### config.mk
export PLATFORM = sky130hd
export DESIGN_NAME = kbd_scan_port
export DESIGN_NICKNAME = d
export VERILOG_FILES = /design/src/rtl/kbd_scan_pkg.sv /design/src/rtl/kbd_port_regs.sv /design/src/rtl/kbd_input_sampler.sv /design/src/rtl/kbd_read_combine.sv /design/src/rtl/kbd_scan_port.sv
export SDC_FILE = /design/constraint.sdc
export NUM_CORES = 1
export LEC_CHECK = 0
export BUFFER_PORTS_ARGS = -buffer_cell sky130_fd_sc_hd__buf_2
export CORE_ASPECT_RATIO = 1.2
export CORE_UTILIZATION = 60
export CTS_BUF_LIST = sky130_fd_sc_hd__clkbuf_8
export CTS_CLUSTER_DIAMETER = 80
export CTS_CLUSTER_SIZE = 16
export DETAILED_ROUTE_END_ITERATION = 6
export HOLD_SLACK_MARGIN = 0.02
export PLACE_DENSITY = 0.95
export SLEW_MARGIN = 0
export SYNTH_ARGS = -nofsm -noshare
export SYNTH_HDL_FRONTEND = slang
export SYNTH_SLANG_ARGS = --single-unit
### constraint.sdc
create_clock -name clk -period 4.6 [get_ports clk]
set_input_delay 0.92 -clock clk [delete_from_list [all_inputs] [get_ports clk]]
set_output_delay 0.92 -clock clk [all_outputs]
set_load 0.03 [all_outputs]
### src/rtl/kbd_scan_pkg.sv
package kbd_scan_pkg;
    typedef enum logic [1:0] {
        ADDR_A_DATA = 2'd0,
        ADDR_B_DATA = 2'd1,
        ADDR_A_DIR  = 2'd2,
        ADDR_B_DIR  = 2'd3
    } kbd_addr_e;
endpackage

### src/rtl/kbd_port_regs.sv
module kbd_port_regs
    import kbd_scan_pkg::*;
#(
    parameter int unsigned W      = 8,
    parameter int unsigned LP_BIT = 4
) (
    input  logic         clk,
    input  logic         rst_n,
    input  logic         wr_en,
    input  logic [1:0]   addr,
    input  logic [W-1:0] wdata,
    output logic [W-1:0] a_data_q,
    output logic [W-1:0] b_data_q,
    output logic [W-1:0] a_dir_q,
    output logic [W-1:0] b_dir_q,
    output logic         lp_pulse_q
);
    typedef struct packed {
        logic [W-1:0] a_data;
        logic [W-1:0] b_data;
        logic [W-1:0] a_dir;
        logic [W-1:0] b_dir;
        logic         lp_prev;
        logic         lp_pulse;
    } regs_t;

    regs_t        s_d, s_q;
    logic [W-1:0] eff_b_d;

    always_comb begin
        s_d          = s_q;
        s_d.lp_pulse = 1'b0;
        if (wr_en) begin
            case (kbd_addr_e'(addr))
                ADDR_A_DATA: s_d.a_data = wdata;
                ADDR_B_DATA: s_d.b_data = wdata;
                ADDR_A_DIR:  s_d.a_dir  = wdata;
                ADDR_B_DIR:  s_d.b_dir  = wdata;
                default:     s_d = s_q;
            endcase
        end
        eff_b_d = s_d.b_data | ~s_d.b_dir;
        if (wr_en && addr[0]) begin
            s_d.lp_pulse = (eff_b_d[LP_BIT] != s_q.lp_prev);
            s_d.lp_prev  = eff_b_d[LP_BIT];
        end
    end

    always_ff @(posedge clk or negedge rst_n) begin
        if (!rst_n) begin
            s_q          <= '0;
            s_q.lp_prev  <= 1'b1;
        end else begin
            s_q <= s_d;
        end
    end

    assign a_data_q   = s_q.a_data;
    assign b_data_q   = s_q.b_data;
    assign a_dir_q    = s_q.a_dir;
    assign b_dir_q    = s_q.b_dir;
    assign lp_pulse_q = s_q.lp_pulse;
endmodule

### src/rtl/kbd_input_sampler.sv
module kbd_input_sampler #(
    parameter int unsigned W = 8,
    localparam int unsigned KEYS = W * W
) (
    input  logic            clk,
    input  logic            rst_n,
    input  logic [KEYS-1:0] key_n,
    input  logic [W-1:0]    joy_a_n,
    input  logic [W-1:0]    joy_b_n,
    output logic [KEYS-1:0] rows_q,
    output logic [KEYS-1:0] cols_q,
    output logic [W-1:0]    joy_a_q,
    output logic [W-1:0]    joy_b_q
);
    typedef struct packed {
        logic [KEYS-1:0] keys;
        logic [W-1:0]    joy_a;
        logic [W-1:0]    joy_b;
    } smp_t;

    smp_t s_d, s_q;

    always_comb begin
        s_d.keys  = key_n;
        s_d.joy_a = joy_a_n;
        s_d.joy_b = joy_b_n;
    end

    always_ff @(posedge clk or negedge rst_n) begin
        if (!rst_n) s_q <= '1;
        else        s_q <= s_d;
    end

    assign rows_q  = s_q.keys;
    assign joy_a_q = s_q.joy_a;
    assign joy_b_q = s_q.joy_b;

    for (genvar r = 0; r < W; r++) begin : g_row
        for (genvar c = 0; c < W; c++) begin : g_col
            assign cols_q[c*W + r] = s_q.keys[r*W + c];
        end
    end
endmodule

### src/rtl/kbd_read_combine.sv
module kbd_read_combine
    import kbd_scan_pkg::*;
#(
    parameter int unsigned W = 8,
    localparam int unsigned KEYS = W * W
) (
    input  logic [1:0]      addr,
    input  logic [W-1:0]    a_data,
    input  logic [W-1:0]    b_data,
    input  logic [W-1:0]    a_dir,
    input  logic [W-1:0]    b_dir,
    input  logic [KEYS-1:0] rows,
    input  logic [KEYS-1:0] cols,
    input  logic [W-1:0]    joy_a,
    input  logic [W-1:0]    joy_b,
    output logic [W-1:0]    rdata
);
    logic [W-1:0] drive_a, drive_b, sense_a, sense_b;

    always_comb begin
        drive_a = (a_data | ~a_dir) & joy_a;
        drive_b = (b_data | ~b_dir) & joy_b;

        sense_b = ~b_dir;
        for (int r = 0; r < W; r++) begin
            if (!drive_a[r]) sense_b = sense_b & rows[r*W +: W];
        end
        sense_b = (sense_b | (b_data & b_dir)) & joy_b;

        sense_a = a_data | ~a_dir;
        for (int c = 0; c < W; c++) begin
            if (!drive_b[c]) sense_a = sense_a & cols[c*W +: W];
        end
        sense_a = sense_a & joy_a;

        case (kbd_addr_e'(addr))
            ADDR_A_DATA: rdata = sense_a;
            ADDR_B_DATA: rdata = sense_b;
            ADDR_A_DIR:  rdata = a_dir;
            default:     rdata = b_dir;
        endcase
    end
endmodule

### src/rtl/kbd_scan_port.sv
module kbd_scan_port #(
    parameter int unsigned W      = 8,
    parameter int unsigned LP_BIT = 4,
    localparam int unsigned KEYS  = W * W
) (
    input  logic            clk,
    input  logic            rst_n,
    input  logic            wr_en,
    input  logic [1:0]      addr,
    input  logic [W-1:0]    wdata,
    input  logic [KEYS-1:0] key_n,
    input  logic [W-1:0]    joy_on_a_n,
    input  logic [W-1:0]    joy_on_b_n,
    output logic [W-1:0]    rdata,
    output logic            lp_pulse
);
    logic [W-1:0]    a_data_q, b_data_q, a_dir_q, b_dir_q;
    logic [KEYS-1:0] rows_q, cols_q;
    logic [W-1:0]    joy_a_q, joy_b_q;

    kbd_port_regs #(.W(W), .LP_BIT(LP_BIT)) u_regs (
        .clk        (clk),
        .rst_n      (rst_n),
        .wr_en      (wr_en),
        .addr       (addr),
        .wdata      (wdata),
        .a_data_q   (a_data_q),
        .b_data_q   (b_data_q),
        .a_dir_q    (a_dir_q),
        .b_dir_q    (b_dir_q),
        .lp_pulse_q (lp_pulse)
    );

    kbd_input_sampler #(.W(W)) u_smp (
        .clk     (clk),
        .rst_n   (rst_n),
        .key_n   (key_n),
        .joy_a_n (joy_on_a_n),
        .joy_b_n (joy_on_b_n),
        .rows_q  (rows_q),
        .cols_q  (cols_q),
        .joy_a_q (joy_a_q),
        .joy_b_q (joy_b_q)
    );

    kbd_read_combine #(.W(W)) u_rd (
        .addr   (addr),
        .a_data (a_data_q),
        .b_data (b_data_q),
        .a_dir  (a_dir_q),
        .b_dir  (b_dir_q),
        .rows   (rows_q),
        .cols   (cols_q),
        .joy_a  (joy_a_q),
        .joy_b  (joy_b_q),
        .rdata  (rdata)
    );
endmodule

**Yosys cells after proc, flatten, opt, wreduce, memory -nomap -nowiden**

Index checks and enable logic that the tools add are counted.

- Bitwise gates (word level): 28
- Reduce and logical (&&, ||, !) cells: 4
- Divide/modulo/power cells: 0
- Add/sub/neg operators: 0
- $mul: 0
- Shift operators: 0
- Equal/unequal tests: 4
- Multiplexer cells: 22
- Order comparisons: 0

Operator list:

| cell | number |
|---|---|
| 8-bit AND | 21 |
| 8-bit two-way mux | 19 |
| 26-bit two-way mux | 1 |
| 8-bit OR | 3 |
| 8-bit one-hot mux with 3 select lines | 1 |
| 8-bit inverter | 2 |
| 5-bit inverter | 1 |
| 5-bit OR | 1 |
| 2-bit equality test (second input constant) | 2 |
| 2-bit AND reduction | 2 |
| 2-bit by 1-bit equality test with 1-bit output (second input constant) | 1 |
| 2-bit logical NOT | 1 |
| 2-bit two-way mux | 1 |
| 1-bit logical AND | 1 |
| 1-bit != test | 1 |

- Bits of input ports: 93
- Memory bits (writable): 0
- Output and inout bits: 9
- Memories: 0
- Word-level logic and storage cells: 67
- Bits in read-only memories: 0
- Latch bits: 0
- Register bits: 114

**Depth between registers and ports, before layout**

- Depth in word-level cells: 21
- Gate-level depth with buffers: 7
- Depth with buffers taken out: 6

**Modules after synthesis**

A second synthesis with hierarchy kept.

- Cell total of the unflattened synthesis: 449
- Area, all modules: 5470.2 µm²

Modules (own cells, without submodules):

| module | times used | area an instance (µm²) | cells an instance | sequential area each (µm²) |
|---|---|---|---|---|
| kbd_input_sampler | 1 | 2582.5 | 144 | 2102.0 |
| kbd_port_regs | 1 | 1590.3 | 112 | 852.1 |
| kbd_read_combine | 1 | 1297.5 | 193 | 0.0 |

**Least setup slack after synthesis**

No wires, ideal clock.

- Path type: input-to-output
- From: input port addr[1]
- To: output port rdata[7]
- Arrival: 2196 ps
- Setup slack: 1484 ps
- Path buffers: 0
- Cell stages on the path: 5
- Cell sequence: nor2_1 -> o211ai_1 -> o41ai_2 -> a211o_1 -> o211a_1

- Cells in the longest elaborated chain, start to end: 2
- Elaborated cells on any way between the ends: 4
- Classes of those cells: eq/ne: 2; mux: 1; reduce/logical: 1

Ends and longest elaborated chain:

| element | RTL line | text |
|---|---|---|
| start, declared | kbd_scan_port.sv:9 | `input logic [1:0] addr,` |
| 2-bit equality test, or another cell as far along | kbd_read_combine.sv:36 | `case (kbd_addr_e'(addr))` |
| 8-bit one-hot mux with 3 select lines * | kbd_read_combine.sv:36 |  |
| end, declared | kbd_scan_port.sv:14 | `output logic [W-1:0] rdata,` |

Mark *: on every way between the ends. The rest lies on a longest branch, timed or not.

**Worst setup path in the final report**

- From: register u_smp.s_q (netlist bit u_smp.joy_a_q[4])
- To: output port rdata[6]

- Cells in the longest elaborated chain, start to end: 11

Ends and longest elaborated chain:

| element | RTL line | text |
|---|---|---|
| start, declared | kbd_input_sampler.sv:21 | `smp_t s_d, s_q;` |
| start signal, assigned | kbd_input_sampler.sv:30 | `if (!rst_n) s_q <= '1;` |
| start signal, assigned | kbd_input_sampler.sv:31 | `else s_q <= s_d;` |
| 8-bit AND * | kbd_read_combine.sv:21 | `drive_a = (a_data \| ~a_dir) & joy_a;` |
| 8-bit two-way mux * | kbd_read_combine.sv:26 | `if (!drive_a[r]) sense_b = sense_b & rows[r*W +: W];` |
| 8-bit AND | kbd_read_combine.sv:26 |  |
| 8-bit two-way mux * | kbd_read_combine.sv:26 |  |
| 8-bit AND | kbd_read_combine.sv:26 |  |
| 8-bit two-way mux * | kbd_read_combine.sv:26 |  |
| 8-bit AND | kbd_read_combine.sv:26 |  |
| 8-bit two-way mux * | kbd_read_combine.sv:26 |  |
| 8-bit OR * | kbd_read_combine.sv:28 | `sense_b = (sense_b \| (b_data & b_dir)) & joy_b;` |
| 8-bit AND * | kbd_read_combine.sv:28 |  |
| 8-bit one-hot mux with 3 select lines * | kbd_read_combine.sv:36 |  |

Marked as above.

==> out/summary.md <==
The run finished with clean final reports. For the pin with the worst max-slew slack, the measured transition is 1.05 ns. After floorplanning, the core was sized to cover 0.00723 sq mm. The setup check on the worst reg-to-reg path leaves a slack of 3.36 ns.

The logs give 79 for the largest net degree at the start of global routing and 543 for the number of nets in the final layout. For the part of the power in registers, the log shows 45.4%. For the part of the Yosys area used for sequential elements, the log shows 65.8%.

The clock net in this run drives a total of 114 sinks. 0 antenna diodes ended up in the layout. Among all stages on the critical path, the largest delay is contributed by a21boi_1. For this run, the total global-route usage over all layers was measured as 34.1%. Number of buffers added on ports: 101.

The logs give 0 for the number of setup buffers added after CTS and 0 for the antenna violation net count after detailed routing. The first global-routing pass estimated 18,900 um of wire. The min-delay analysis places its worst path in the category reg -> reg.

The biggest cell delay along the critical path was 0.83 ns. The logs give 0.000686 W for the net switching power figure and 2.41 nW for the leakage power of the design. Setup repair after global routing left no endpoint under its margin. Die outline area: 0.00784 sq mm. Setup violations remaining at the end of the flow were counted as 0. The power density over the cells works out to 473 mW/mm^2. Across all layers, the routed design uses 3,632 vias.

Most frequent standard cell in the layout excluding fill and tap cells: buf_2. The routed wirelength normalized by instance count came out at 22.0 um. Wires add up to 12,100 um. Worst reg2reg path startpoint: u_regs.b_dir_q[4]. Most instantiated flip-flop cell in the synthesis netlist: dfstp_2. For the worst setup path, the data required time is 3.68 ns. Once layout is done, the placed cells without fillers occupy 0.00557 sq mm.

The logs give 0 for the initial antenna violation count and 8410 um for the HPWL after detailed placement. The final worst-path cycle share is 81.4%. The cell type with the largest total area after synthesis was dfstp_2. At the end of routability-driven placement, the weighted congestion stood at 1.10. In this run, the number of DRC markers left after iteration 0 of detailed routing was 450. In this run the deepest clock path goes through 2 buffers. The mapped netlist covers 0.00449 sq mm. In this run the worst setup path begins at u_smp.joy_a_q[4]. Counting every net in the synthesized netlist gives 425. The cell chosen for the clock root is clkbuf_8. Ranked by total cell area, the synthesized netlist is headed by dfstp_2 (47%), dfrtp_1 (18%), mux2_2 (8.0%), o22ai_1 (6.1%), o2111ai_1 (2.0%). Global routing finished with a remaining overflow of 0. The fraction of power consumed by the clock network came out at 39.8%. Clock tree synthesis inserted a total of 17 buffers.

The boundary pin count is 102, and the synthesis-stage register bit count is 114. VDD sags by at most 0.438 mV. The number of detailed-route iterations in the first pass came out at 7.

Relative contribution of combinational cells to total power: 14.8%. The kind of cell with the highest combined delay along the critical path is compound AO/OA/AOI/OAI gates. The critical path capture point type is an output port. Clock latency on the worst-skew pair, taken at its later pin, is 0.43 ns. The run gives 0 as the count of final max-slew check failures. Once placement finished, the instance area stood at 0.00513 sq mm. The die is 81.0 um wide.

From bottom edge to top edge, the die measures 96.8 um. The remaining max-slew budget at the tightest pin was 29.6%; the number of buffer and inverter instances along the worst setup path was 1. The critical path goes through a21boi_1, o22ai_1, nor4_1, o2111ai_1, nand3_1, buf_2.

The data arrival time of the critical path was 2.82 ns. The H-tree generated during clock tree synthesis spans 4 levels. For this run, design rule violations remaining after detail routing come to 0.

TritonCTS built the clock tree. The count of flip-flops with a built-in enable after synthesis is 0, and the cell internal power dissipation is 0.00195 W. Clock-pin slew was measured on the worst setup and hold paths at 0.06 ns. Cells fill 77.1% of the core in the end. Post-CTS repair changed the size of 0 cells. Averaged over all synthesized cells, the footprint is 13.5 sq um.

After synthesis, the netlist uses 41 different library cells. The top cell types in the final layout, fill and taps aside, are buf_2 (100), dfstp_2 (81), o22ai_1 (44). For this design, the CTS-stage hold fixing added 0 buffers. The final number of hold-violating endpoints was 0; the shortest clock period the worst path allows after layout was 3.74 ns. The category of the worst setup path launch point was a register. Across the routed clock network, the largest skew measured is 0.00838 ns. The tools report the number of placement rows as 34. For this run, asynchronously set or reset flops after synthesis account for 100%. Across the run, the number of max-cap violations was 0. The critical-path maximum fanout is 9.

Summed over its instances, the top area cell type makes up 47.4% of the synthesized netlist area. The design draws 0.00264 W. The setup path with the least slack is of type reg -> out. The fraction of final layout cells sized beyond drive strength 1 is 57.0%. Via count of the first global-routing pass: 3,749. Of the total power, the share spent switching nets is 26.0%. Counting every instance in the synthesized netlist gives 332. The post-detailed-route via-to-cell ratio came out at 6.60. Final-layout setup total negative slack: 0 ns. Once the floorplan was initialized, standard cells occupied 62.1% of the core.

The relative area change from synthesis to final layout is 24.1%. During synthesis, Yosys emitted a total of 0 warnings. The run gives 267 MHz as the fmax.
==> power groups by stage <==
| stage | registers (W) | clock network (W) | logic [W] |
|---|---|---|---|
| final | 0.00120 | 0.00105 | 0.000390 |
| after global placement | 0.00120 | 0 | 0.000362 |
| after global routing | 0.00120 | 0.00110 | 0.000413 |
| after detailed placement | 0.00121 | 0 | 0.000376 |
| after floorplan | 0.00118 | 0 | 0.000233 |
| after CTS | 0.00119 | 0.00106 | 0.000381 |
==> Yosys cell counts, drive strengths merged (2+ instances only) <==
cell / number
nand2b: 4
mux2: 33
and2: 5
nand3: 7
and3: 2
dfstp: 81
a21oi: 5
nor4: 11
o211ai: 8
nor2: 16
a21boi: 12
a32oi: 6
buf: 3
o22a: 3
o2111ai: 10
o21ai: 7
clkbuf: 7
nand2: 7
inv: 12
o22ai: 44
dfrtp: 33
nor3: 3
nor2b: 2
==> logic make-up (layout without fill, tap and decap cells) <==
logic type             Yosys count  count (layout)  share of synthesized area, %
flip-flops                     114             114                          65.8
XOR/XNOR                         1               1                         0.195
multiplexers                    33              33                          8.36
buffers and inverters           22             150                          1.98
AND/OR/NAND/NOR                 62              62                          7.63
AO/OA/AOI/OAI                  100             100                          16.0
==> worst reg2reg max path: cells and delay by family (launching register included) <==
kind          cells  cell delay [ns]
mux               1             0.29
simple gates      2             0.31
xor+xnor          1             0.11
flops             1             0.42
==> path summary, 6_finish.rpt <==
check | end | cells after the start
worst max-delay path | rdata[6] | 6
worst min-delay path | register | 1
worst max register to register | u_regs.lp_pulse_q | 4
worst min register to register | register | 1
max in group asynchronous | u_smp.joy_a_q[0] | 2
min in group asynchronous | u_regs.a_data_q[7] | 1
==> per-stage QoR <==
step                cells  worst slack (ns)  hold slack, ns
global route          550             0.822           0.518
CTS                   550             0.952           0.498
finish                550             0.856           0.500
floorplan             332              1.48           0.470
global placement      521              1.23           0.482
detailed placement    521              1.22           0.484
==> cell type report <==
type                            instances  area (sq um)
Clock buffer                           19           262
Clock inverter                         10           184
Fill cell                             430          1660
Inverter                               12          45.0
Multi-Input combinational cell        196          1450
Sequential cell                       114          2950
Tap cell                               90           113
Timing Repair Buffer                  109           568
==> per-layer routing <==
layer / vias up / wire length, um / GRT usage (%)
li1: 1500 / - / -
met1: 1730 / 4210 / 40.5
met2: 309 / 5960 / 52.8
met3: 93 / 1160 / 10.5
met4: 0 / 782 / 22.0
met5: - / 0 / 0
==> registers in the layout, summed over array words and instances, names as in the netlist, named ones only <==
| name | flops |
|---|---|
| u_regs.a_dir_q | 8 |
| u_regs.lp_pulse_q | 1 |
| u_smp.joy_b_q | 8 |
| u_regs.s_q | 1 |
| u_regs.a_data_q | 8 |
| u_regs.b_data_q | 4 |
| u_smp.rows_q | 64 |
| u_regs.b_dir_q | 4 |
| u_smp.joy_a_q | 8 |
Note: power is estimated with default switching activity, not from simulation.
